[src/rtl/alu_ccr_pkg.sv]
package alu_ccr_pkg;
  typedef enum logic [2:0] {
    OP_ADD = 3'd0,
    OP_SUB = 3'd1,
    OP_AND = 3'd2,
    OP_OR  = 3'd3,
    OP_SHL = 3'd4,
    OP_SHR = 3'd5,
    OP_INC = 3'd6
  } alu_op_e;

  localparam int CCR_W   = 8;
  localparam int BIT_S   = 7;
  localparam int BIT_X   = 6;
  localparam int BIT_H   = 5;
  localparam int BIT_I   = 4;
  localparam int BIT_N   = 3;
  localparam int BIT_Z   = 2;
  localparam int BIT_V   = 1;
  localparam int BIT_C   = 0;
  localparam logic [CCR_W-1:0] CTRL_MASK = 8'hD0;
  localparam logic [CCR_W-1:0] CCR_RESET = 8'hD0;

  typedef struct packed {
    logic n;
    logic z;
    logic v;
    logic c;
    logic h;
    logic we_v;
    logic we_c;
    logic we_h;
  } flag_upd_t;
endpackage

[src/rtl/alu_core.sv]
module alu_core
  import alu_ccr_pkg::*;
#(
  parameter int DW = 16,
  parameter int NW = 8
) (
  input  logic [DW-1:0] a,
  input  logic [DW-1:0] b,
  input  logic          wide,
  input  alu_op_e       op,
  output logic [DW-1:0] res,
  output flag_upd_t     fl
);
  localparam int NLANE = 2;

  logic          is_sub;
  logic          is_inc;
  logic [DW-1:0] b_eff;
  logic          cin;
  logic [4:0]    nib_sum;

  assign is_sub = (op == OP_SUB);
  assign is_inc = (op == OP_INC);
  assign b_eff  = is_sub ? ~b : (is_inc ? DW'(1) : b);
  assign cin    = is_sub;
  assign nib_sum = {1'b0, a[3:0]} + {1'b0, b[3:0]};

  logic [DW-1:0] lane_res [NLANE];
  logic          lane_n   [NLANE];
  logic          lane_z   [NLANE];
  logic          lane_v   [NLANE];
  logic          lane_c   [NLANE];

  for (genvar g = 0; g < NLANE; g++) begin : g_lane
    localparam int LW = (g == 0) ? NW : DW;
    logic [LW-1:0] la;
    logic [LW-1:0] lb;
    logic [LW-1:0] part;
    logic [LW:0]   full;
    logic [LW-1:0] r;
    logic          c;
    logic          v;
    logic          c_ar;
    logic          v_ar;

    assign la   = a[LW-1:0];
    assign lb   = b_eff[LW-1:0];
    assign part = {1'b0, la[LW-2:0]} + {1'b0, lb[LW-2:0]} + {{(LW-1){1'b0}}, cin};
    assign full = {1'b0, la} + {1'b0, lb} + {{LW{1'b0}}, cin};
    assign c_ar = is_sub ? ~full[LW] : full[LW];
    assign v_ar = part[LW-1] ^ full[LW];

    always_comb begin
      r = full[LW-1:0];
      c = c_ar;
      v = v_ar;
      case (op)
        OP_AND: begin r = la & b[LW-1:0]; v = 1'b0; end
        OP_OR:  begin r = la | b[LW-1:0]; v = 1'b0; end
        OP_SHL: begin
          r = {la[LW-2:0], 1'b0};
          c = la[LW-1];
          v = la[LW-2] ^ la[LW-1];
        end
        OP_SHR: begin
          r = {1'b0, la[LW-1:1]};
          c = la[0];
          v = la[0];
        end
        default: ;
      endcase
    end

    assign lane_res[g] = DW'(r);
    assign lane_n[g]   = r[LW-1];
    assign lane_z[g]   = (r == '0);
    assign lane_v[g]   = v;
    assign lane_c[g]   = c;
  end

  always_comb begin
    res     = wide ? lane_res[1] : lane_res[0];
    fl.n    = wide ? lane_n[1] : lane_n[0];
    fl.z    = wide ? lane_z[1] : lane_z[0];
    fl.v    = wide ? lane_v[1] : lane_v[0];
    fl.c    = wide ? lane_c[1] : lane_c[0];
    fl.h    = nib_sum[4];
    fl.we_v = 1'b1;
    fl.we_c = !(op == OP_AND || op == OP_OR || op == OP_INC);
    fl.we_h = !wide && (op == OP_ADD);
  end
endmodule

[src/rtl/ccr_reg.sv]
module ccr_reg
  import alu_ccr_pkg::*;
(
  input  logic             clk,
  input  logic             rst,
  input  logic             flag_en,
  input  flag_upd_t        fl,
  input  logic             ld,
  input  logic [CCR_W-1:0] ld_data,
  output logic [CCR_W-1:0] q
);
  always_ff @(posedge clk) begin
    if (rst) begin
      q <= CCR_RESET;
    end else begin
      if (ld) begin
        q[BIT_S] <= ld_data[BIT_S];
        q[BIT_X] <= ld_data[BIT_X];
        q[BIT_I] <= ld_data[BIT_I];
      end
      if (flag_en) begin
        q[BIT_N] <= fl.n;
        q[BIT_Z] <= fl.z;
        if (fl.we_v) q[BIT_V] <= fl.v;
        if (fl.we_c) q[BIT_C] <= fl.c;
        if (fl.we_h) q[BIT_H] <= fl.h;
      end
    end
  end
endmodule

[src/rtl/alu_ccr.sv]
module alu_ccr
  import alu_ccr_pkg::*;
#(
  parameter int DW = 16,
  parameter int NW = 8
) (
  input  logic             clk,
  input  logic             rst,
  input  logic [DW-1:0]    op_a,
  input  logic [DW-1:0]    op_b,
  input  logic             wide,
  input  logic [2:0]       op,
  input  logic             flag_en,
  input  logic             ccr_ld,
  input  logic [CCR_W-1:0] ccr_ld_data,
  output logic [DW-1:0]    result,
  output logic [CCR_W-1:0] ccr
);
  logic [DW-1:0] core_res;
  flag_upd_t     core_fl;

  alu_core #(.DW(DW), .NW(NW)) u_core (
    .a    (op_a),
    .b    (op_b),
    .wide (wide),
    .op   (alu_op_e'(op)),
    .res  (core_res),
    .fl   (core_fl)
  );

  ccr_reg u_ccr (
    .clk     (clk),
    .rst     (rst),
    .flag_en (flag_en),
    .fl      (core_fl),
    .ld      (ccr_ld),
    .ld_data (ccr_ld_data),
    .q       (ccr)
  );

  always_ff @(posedge clk) begin
    if (rst) result <= '0;
    else     result <= core_res;
  end
endmodule

[config.mk]
export PLATFORM = sky130hd
export DESIGN_NAME = alu_ccr
export DESIGN_NICKNAME = d
export VERILOG_FILES = /design/src/rtl/alu_ccr_pkg.sv /design/src/rtl/alu_core.sv /design/src/rtl/ccr_reg.sv /design/src/rtl/alu_ccr.sv
export SDC_FILE = /design/constraint.sdc
export NUM_CORES = 1
export LEC_CHECK = 0
export BUFFER_PORTS_ARGS = -buffer_cell sky130_fd_sc_hd__buf_2
export CAP_MARGIN = 20
export CORE_MARGIN = 2
export CORE_UTILIZATION = 37
export CTS_CLUSTER_SIZE = 40
export DETAILED_ROUTE_END_ITERATION = 10
export SLEW_MARGIN = 20
export SYNTH_ARGS = -nofsm -noshare
export SYNTH_HDL_FRONTEND = slang
export SYNTH_SLANG_ARGS = --single-unit
export TNS_END_PERCENT = 50
[constraint.sdc]
create_clock -name clk -period 4.4 [get_ports clk]
set_input_delay 0.44 -clock clk [delete_from_list [all_inputs] [get_ports clk]]
set_output_delay 0.44 -clock clk [all_outputs]
set_load 0.01 [all_outputs]
==> results.json, run 1 <==
{
  "min_period_over_period": 0.8486,
  "critPathKind": "in -> reg",
  "power.leakage_nw": 1.541,
  "fin_skew_ns": 0,
  "nNetsFinal": 539,
  "vias": 3332,
  "clockBufferDepth": 2,
  "worstPathRequired_ns": 4.54,
  "cts_setup_buffers": 0,
  "fin_ws_ns": 0.6662,
  "clkSinkCount": 24,
  "ctsHoldBuffers": 0,
  "rsz0062_at_grt": "false",
  "n_antenna_cell": 0,
  "drive_above_1_share": 0.2237,
  "cap_viol_max_count": 0,
  "cp-end-kind": "flip-flop",
  "die_area_um2": 8979,
  "antenna_found_initial": 0,
  "hold_class": "in -> reg",
  "period_needed_ns": 3.734,
  "critPathMaxFanout": 19,
  "synth_area_um2": 3048,
  "num_io_pins": 72,
  "postRouteAntennaNets": 0,
  "initial_core_util": 0.3766,
  "slew_headroom": 0.5640,
  "fin_util": 0.4343,
  "synth-seq-area-share": 0.1576,
  "drc_errors": 0,
  "synthCells": 410,
  "yosysMostFrequentCell": "nor2_1",
  "portBuffers": 66,
  "rows": 33,
  "yosys_warnings": 0,
  "ir_drop_mv": 0.1302,
  "drt-initial-drc-count": 367,
  "synth_top_cell_by_area": "dfxtp_1",
  "first_pass_iters": 5,
  "first_global_vias": 2938,
  "synth_area_leaders": "dfxtp_1 (16%), ha_1 (9.4%), a21oi_1 (6.9%), a211oi_1 (5.4%), nor2_1 (5.3%)",
  "fin_tns_setup_ns": 0,
  "clkLatencyLatePin_ns": 0.26,
  "slew_violations": 0,
  "finalHoldViolCount": 0,
  "track_usage": 0.2142,
  "synth_common_cells": "nor2_1 (43), a21oi_1 (42), dfxtp_1 (24)",
  "syn_avg_cell_area_um2": 7.434,
  "worstMarginPinSlew_ns": 0.6526,
  "crit_path_frequent_cell": "a211oi_1",
  "gp_congestion": 0.8970,
  "cts_inserted_buffers": 3,
  "yosys.cell_types.count": 64,
  "hold_ws_ns": 0.3864,
  "synth_edf_count": 0,
  "final_cells": 570,
  "start_kind": "input pin",
  "status": "finished, final reports clean",
  "syn_nets": 483,
  "cellPowerDensity_nw_per_um2": 244.1,
  "stdcell_area_um2": 3515,
  "path_cells": "buf_2, and2_1, buf_4, a211oi_1, ha_1, a21o_2, and3_1, o31ai_2, a311oi_1, a211oi_1, a2111oi_2, a31oi_1, o32ai_1",
  "timing.fmax_mhz": 267.8,
  "crit_path_max_incr_delay_ns": 0.53,
  "synthArstFlopShare": 0,
  "synth_top_area_frac": 0.1576,
  "path_clk_slew_ns": 0.08,
  "wl_per_cell_um": 16.72,
  "totalWireLength_um": 9532,
  "finalPower_uw": 857.9,
  "setup-violations-final": 0,
  "core-area_um2": 8093,
  "pre_cts_slack_ns": 0.5091,
  "arrival_ns": 3.87,
  "cpMaxStageDelayCell": "a211oi_1",
  "ys_seq_elements": 24,
  "die_y_um": 94.76,
  "cts.htree.levels": 1,
  "grt_overflow": 0,
  "hpwl_um": 7486,
  "root_buffer": "clkbuf_8",
  "die_w_um": 94.76,
  "cts-resized-gates": 0,
  "area_growth_pct": 15.31,
  "place_area_um2": 3460,
  "yosys_most_used_dff": "dfxtp_1",
  "cts_tree": "built",
  "via_per_inst": 5.846,
  "grt_max_degree": 25,
  "grt_pass1_wl_um": 15260,
  "placed_cells": 566
}
-- layout make-up --
class | count | area, um2
clock buffers | 4 | 55.05
flip-flops and latches | 24 | 480.5
repair buffers | 76 | 405.4
well taps | 105 | 131.4
inverters | 18 | 67.56
multi-input cells | 343 | 2375
fillers | 857 | 4578
-- cell families (layout without fill, tap and decap cells) --
| logic type | after synthesis | count (layout) | synth area share |
|---|---|---|---|
| adder cells (fa/ha/maj) | 35 | 35 | 0.1404 |
| multiplexers | 12 | 12 | 0.04105 |
| XOR/XNOR | 10 | 10 | 0.02873 |
| AND/OR/NAND/NOR | 131 | 131 | 0.2204 |
| flip-flops | 24 | 24 | 0.1576 |
| AO/OA/AOI/OAI | 155 | 155 | 0.3485 |
| buffers and inverters | 43 | 98 | 0.06322 |
-- power by group --
part / total [mW] / switching (mW) / internal (mW)
sequential: 0.242 / 0.00492 / 0.237
clock: 0.145 / 0.0656 / 0.0796
combinational: 0.471 / 0.278 / 0.192
-- metal layers --
metal	vias up	wire length (um)	track usage
li1	1652	-	-
met1	1550	4730	0.3179
met2	126	4152	0.3387
met3	4	577	0.01836
met4	0	72	0.03986
met5	-	0	0
-- worst max-delay path, delay by kind of cell --
family / cells / cell delay [ns]
AO/OA/AOI/OAI: 8 / 2.19
AND/OR/NAND/NOR: 2 / 0.43
buffers and inverters: 2 / 0.41
adder cells (fa/ha/maj): 1 / 0.41
-- placed cells by master (no fill, tap or decap), drive strengths merged, types with 4 or more instances in the layout --
cell / n
nor3: 9
nand3: 6
ha: 23
or3: 4
o21ai: 23
buf: 76
dfxtp: 24
and2: 4
maj3: 10
a211oi: 22
mux2: 4
nor2b: 16
a21o: 12
a22oi: 6
nand2: 19
xor2: 4
a221oi: 4
and3: 7
a211o: 4
a21oi: 42
xnor2: 6
a31oi: 10
inv: 18
clkbuf: 4
nor2: 44
nand2b: 5
mux2i: 8
-- registers in the layout (all words and copies together), names as in the netlist --
name and cells:
u_ccr.q 8, result 16
-- final timing paths --
| check | start | to | slack (ns) | cells past startpoint |
|---|---|---|---|---|
| hold / removal | ccr_ld_data[4] | u_ccr.q[4]$_SDFFE_PP1P_ | 0.39 | 2 |
| setup / recovery | op[0] | u_ccr.q[2]$_SDFFE_PP0P_ | 0.67 | 13 |
| setup reg to reg | u_ccr.q[6]$_SDFFE_PP1P_ | u_ccr.q[6]$_SDFFE_PP1P_ | 3.65 | 2 |
| hold reg to reg | u_ccr.q[3]$_SDFFE_PP0P_ | u_ccr.q[3]$_SDFFE_PP0P_ | 0.47 | 2 |
(Power assumes the default switching activity.)
==> inputs of run 2 (changes only) <==
- clock period: 4.4 -> 3.35 ns (I/O delays scaled with it)
==> run 2 against run 1 <==
Register-to-register slack worse by 1.1 ns; first-iteration DRC count is 33% lower; flip-flop and latch count unchanged; sequential power up 31%; total power grew 51%; critical endpoint unchanged; highest routed layer unchanged.
==> results.json, run 2 (synthesized netlist as in run 1, its figures left out) <==
{
  "vias": 3545,
  "power_frac_seq": 0.246,
  "crit_path_frequent_cell": "fa_2",
  "wl_per_cell_um": 16.09,
  "hpwl_um": 8281,
  "clockBufferDepth": 2,
  "worstMarginPinSlew_ns": 0.6261,
  "internal_power_uw": 788.2,
  "worstPathRequired_ns": 3.53,
  "die_w_um": 94.76,
  "p_sw_frac": 0.3902,
  "clkLatencyLatePin_ns": 0.26,
  "ir_drop_mv": 0.1606,
  "track_usage": 0.2246,
  "slew_headroom": 0.5817,
  "min_to": "u_ccr.q[6]$_SDFFE_PP1P_",
  "drive_above_1_share": 0.3409,
  "combPwrFrac": 0.607,
  "place_area_um2": 3974,
  "ff2ff_path_depth": 2,
  "largestRegisters": "result: 16 flops, u_ccr.q: 8 flops",
  "num_io_pins": 72,
  "met3_usage": 0.01437,
  "layout.area.seq_um2": 480.5,
  "setup-violations-final": 0,
  "root_buffer": "clkbuf_8",
  "finalHoldViolCount": 0,
  "mostFrequentLayoutCell": "buf_4",
  "n_antenna_cell": 0,
  "first_pass_iters": 5,
  "grt.busiest_layer": "met2",
  "regToRegStartpoint": "u_ccr.q[4]$_SDFFE_PP1P_",
  "power.switching_uw": 504.3,
  "totalWireLength_um": 10180,
  "r2r_slack_ns": 2.59,
  "area_growth_pct": 34.77,
  "critPathMaxFanout": 6,
  "cts.htree.levels": 1,
  "clkSinkCount": 24,
  "holdPathStages": 2,
  "hold_class": "in -> reg",
  "critPathTopFamily": "compound AO/OA/AOI/OAI gates",
  "core-area_um2": 8093,
  "fin_ws_ns": 0.1393,
  "grtUsageMet1": 0.3264,
  "r2r_end": "u_ccr.q[4]$_SDFFE_PP1P_",
  "fin_skew_ns": 0,
  "grt_max_degree": 25,
  "die_y_um": 94.76,
  "timing.fmax_mhz": 311.5,
  "via_per_inst": 5.600,
  "p_clk_frac": 0.147,
  "path_cells": "buf_2, buf_4, a21oi_1, o22ai_2, a21oi_2, fa_2, inv_2, fa_2, a21o_2, and3_4, or2_4, o311ai_4, o21ai_1, a2111oi_2, a31oi_1, o32ai_1",
  "path_clk_slew_ns": 0.08,
  "cp-end-kind": "flip-flop",
  "initial_core_util": 0.3766,
  "die_area_um2": 8979,
  "slew_violations": 0,
  "multi_input_area_um2": 2466,
  "gp_congestion": 0.9101,
  "cts_tree": "built",
  "first_global_vias": 3278,
  "drt-initial-drc-count": 247,
  "final_cell_mix": "buf_4 (70), buf_2 (66), nor2_1 (43)",
  "portBuffers": 66,
  "postRouteAntennaNets": 0,
  "drc_errors": 0,
  "cpMaxStageDelayCell": "a2111oi_2",
  "fillers": 842,
  "status": "finished, final reports clean",
  "grt_overflow": 0,
  "cellPowerDensity_nw_per_um2": 314.6,
  "largest_register_ffs": 16,
  "ctsHoldBuffers": 0,
  "critPathKind": "in -> reg",
  "crit_path_max_incr_delay_ns": 0.39,
  "start_kind": "input pin",
  "worst-path-buf-inv": 3,
  "grt_pass1_wl_um": 16040,
  "arrival_ns": 3.39,
  "cts_inserted_buffers": 3,
  "pre_cts_slack_ns": -0.1661,
  "antenna_found_initial": 0,
  "top_register": "result",
  "period_needed_ns": 3.211,
  "power.leakage_nw": 1.870,
  "cap_viol_max_count": 0,
  "nNetsFinal": 602,
  "grtUsageMet2": 0.3712,
  "worstHoldStart": "ccr_ld_data[6]",
  "stdcell_area_um2": 4108,
  "rows": 33,
  "min_period_over_period": 0.9584
}
==> run 2: area by class of cell <==
class	count	area share
Clock buffer	4	0.01340
Inverter	18	0.01645
Multi-Input combinational cell	343	0.6004
Sequential cell	24	0.1170
Tap cell	105	0.03198
Timing Repair Buffer	139	0.2208
==> run 2: per-layer routing <==
metal / wire length, um / share of wire / up-vias
met5: 0 / 0 / -
met4: 76 / 0.0075 / 0
met3: 638 / 0.063 / 7
met2: 4585 / 0.45 / 127
met1: 4882 / 0.48 / 1641
li1: - / - / 1770
==> run 2: repair_timing <==
| action | 4_1_cts | 5_1_grt |
|---|---|---|
| buffers inserted | 0 | 3 |
| resized for setup | 0 | 9 |
| setup endpoints to repair | 0 | 2 |
==> run 2: stage by stage <==
step | hold slack (ns) | cells | power, mW | TNS, ns | utilization
after floorplan | 0.4416 | 410 | 0.7695 | -0.04009 | -
after global placement | 0.4575 | 626 | 1.064 | -0.1270 | 0.4910
after detailed placement | 0.4585 | 626 | 1.075 | -0.2802 | 0.4910
after CTS | 0.2710 | 630 | 1.267 | 0 | 0.4978
after global routing | 0.2716 | 633 | 1.387 | -0.01925 | 0.5076
final | 0.2773 | 633 | 1.292 | 0 | 0.5076
==> run 2: worst max path at each step <==
stage | to | start | slack [ns] | cells after the start
floorplan | u_ccr.q[2]$_SDFFE_PP0P_ | op[0] | -0.04 | 18
global placement | u_ccr.q[2]$_SDFFE_PP0P_ | op[2] | -0.10 | 15
detailed placement | u_ccr.q[2]$_SDFFE_PP0P_ | op[2] | -0.17 | 15
CTS | u_ccr.q[2]$_SDFFE_PP0P_ | op[2] | 0.11 | 15
global route | u_ccr.q[1]$_SDFFE_PP0P_ | op[2] | -0.01 | 16
finish | u_ccr.q[2]$_SDFFE_PP0P_ | op[2] | 0.14 | 16
==> run 2: power by group through the flow <==
stage | Sequential (mW) | Combinational (mW) | Clock, mW
floorplan | 0.340 | 0.430 | 0
global placement | 0.325 | 0.739 | 0
detailed placement | 0.325 | 0.750 | 0
CTS | 0.318 | 0.752 | 0.196
global route | 0.321 | 0.859 | 0.207
finish | 0.318 | 0.784 | 0.190
==> run 2: worst register-to-register path, delay by kind of cell, from the launching register on <==
family          cells  cell delay [ns]
flops               1             0.31
compound gates      1             0.22
simple gates        1             0.12
==> inputs of run 3 (changes only) <==
- clock period: 3.35 -> 3.6 ns (I/O delays scaled with it)
==> run 3 against run 2 <==
Routed wire length decreased by 1.1%; register-to-register slack better by 0.24 ns; first-iteration DRC count increased by 5.3%; utilization down 4.6 points; total power is 10% lower; non-clock buffer count is 36 lower; count of clock-buffer cells in the layout shrank 1; via count down 2.5%; cell count fell by 5.7%; combinational power decreased by 20%; clock power up 23%; critical path type unchanged.
==> results.json, run 3 (synthesized netlist as in run 1, its figures left out) <==
{
  "stdcell_area_um2": 3734,
  "clockBufferDepth": 2,
  "drive_above_1_share": 0.2663,
  "ff2ff_path_depth": 2,
  "met1_length_um": 4890,
  "holdPathStages": 2,
  "vias": 3458,
  "final_cell_mix": "buf_2 (66), nor2_1 (43), a21oi_1 (42)",
  "finalHoldViolCount": 0,
  "hold_class": "in -> reg",
  "grt_max_degree": 32,
  "fillers": 884,
  "drc_errors": 0,
  "die_area_um2": 8979,
  "nNetsFinal": 566,
  "postRouteAntennaNets": 0,
  "critPathMaxFanout": 4,
  "path_cells": "buf_2, nor2_2, and2_1, inv_1, o22ai_1, a21oi_1, fa_1, inv_1, fa_1, a21o_2, and3_2, o21ai_2, a31o_1, o21a_1, xor2_1, a211o_1, a311oi_1",
  "rows": 33,
  "cts_tree": "built",
  "met3_length_um": 499,
  "min_period_over_period": 0.9154,
  "cts.htree.levels": 1,
  "num_io_pins": 72,
  "path_depth": 17,
  "final_cells": 597,
  "cp-end-kind": "flip-flop",
  "grt_pass1_wl_um": 15950,
  "grt_overflow": 0,
  "timing.fmax_mhz": 303.5,
  "setup-violations-final": 0,
  "area_growth_pct": 22.50,
  "ir_drop_mv": 0.1425,
  "cellPowerDensity_nw_per_um2": 310.3,
  "slew_headroom": 0.5444,
  "first_pass_iters": 5,
  "worstMarginPinSlew_ns": 0.6820,
  "largestRegisters": "result: 16 flops, u_ccr.q: 8 flops",
  "hpwl_um": 8073,
  "root_buffer": "clkbuf_8",
  "top_layer_used": "met4",
  "worst-path-buf-inv": 3,
  "top_register": "result",
  "worstPathRequired_ns": 3.78,
  "n_antenna_cell": 0,
  "cts_inserted_buffers": 3,
  "clkSinkCount": 24,
  "antenna_found_initial": 0,
  "status": "finished, final reports clean",
  "gp_congestion": 0.9168,
  "largest_register_ffs": 16,
  "first_global_vias": 3142,
  "mostFrequentLayoutCell": "buf_2",
  "slew_violations": 0,
  "core-area_um2": 8093,
  "rsz0062_at_grt": "false",
  "crit_path_max_incr_delay_ns": 0.38,
  "cpMaxStageDelayCell": "fa_1",
  "portBuffers": 66,
  "cap_viol_max_count": 0,
  "critPathTopFamily": "compound AO/OA/AOI/OAI gates",
  "power.leakage_nw": 1.679,
  "period_needed_ns": 3.295,
  "clkLatencyLatePin_ns": 0.27,
  "ctsHoldBuffers": 0,
  "placed_cells": 593,
  "place_area_um2": 3662,
  "via_per_inst": 5.792,
  "dr_wl_met2_um": 4591,
  "drt-initial-drc-count": 260,
  "die_w_um": 94.76,
  "cts_setup_buffers": 0,
  "path_clk_slew_ns": 0.09,
  "start_kind": "input pin",
  "arrival_ns": 3.48,
  "fin_skew_ns": 0,
  "die_y_um": 94.76,
  "wl_per_cell_um": 16.87,
  "totalWireLength_um": 10070,
  "cts-resized-gates": 0,
  "critPathKind": "in -> reg",
  "initial_core_util": 0.3766,
  "fin_tns_setup_ns": 0,
  "track_usage": 0.2251
}
==> run 3: final cells by class <==
type	count	area, um2	area share
well taps	105	131.4	0.03519
flip-flops and latches	24	480.5	0.1287
clock inverters	1	30.03	0.008043
clock buffers	3	41.29	0.01106
inverters	18	67.56	0.01810
repair buffers	103	608.1	0.1629
multi-input cells	343	2375	0.6361
==> run 3: worst paths after layout <==
path                            slack (ns)                       to               startpoint
worst max-delay path                  0.30  u_ccr.q[1]$_SDFFE_PP0P_                    op[1]
worst min-delay path                  0.29  u_ccr.q[4]$_SDFFE_PP1P_           ccr_ld_data[4]
worst max register to register        2.83  u_ccr.q[7]$_SDFFE_PP1P_  u_ccr.q[7]$_SDFFE_PP1P_
worst min register to register        0.47  u_ccr.q[5]$_SDFFE_PP0P_  u_ccr.q[5]$_SDFFE_PP0P_
==> run 3: metrics by stage <==
| step | power, mW | util | setup WS (ns) | hold slack, ns |
|---|---|---|---|---|
| 3_3_place_gp | 0.9114 | 0.4525 | 0.01249 | 0.4564 |
| 2_1_floorplan | 0.7048 | - | 0.006286 | 0.4666 |
| 4_1_cts | 1.158 | 0.4613 | 0.2935 | 0.2816 |
| 6_report | 1.159 | 0.4613 | 0.3047 | 0.2900 |
| 5_1_grt | 1.242 | 0.4613 | 0.1118 | 0.2833 |
| 3_5_place_dp | 0.9208 | 0.4525 | 0.008350 | 0.4625 |
==> run 3: report_power, final <==
part / leakage (nW) / internal (mW) / switching [mW]
clock network: 0.0357 / 0.149 / 0.0843
logic: 1.45 / 0.273 / 0.356
registers: 0.198 / 0.290 / 0.00633
total: 1.68 / 0.712 / 0.447
==> run 3: per-layer routing <==
layer  vias up  global-route usage
li1       1701                   -
met1      1631              0.3267
met2       120              0.3717
met3         6             0.01197
met4         0             0.03865
met5         -                   0
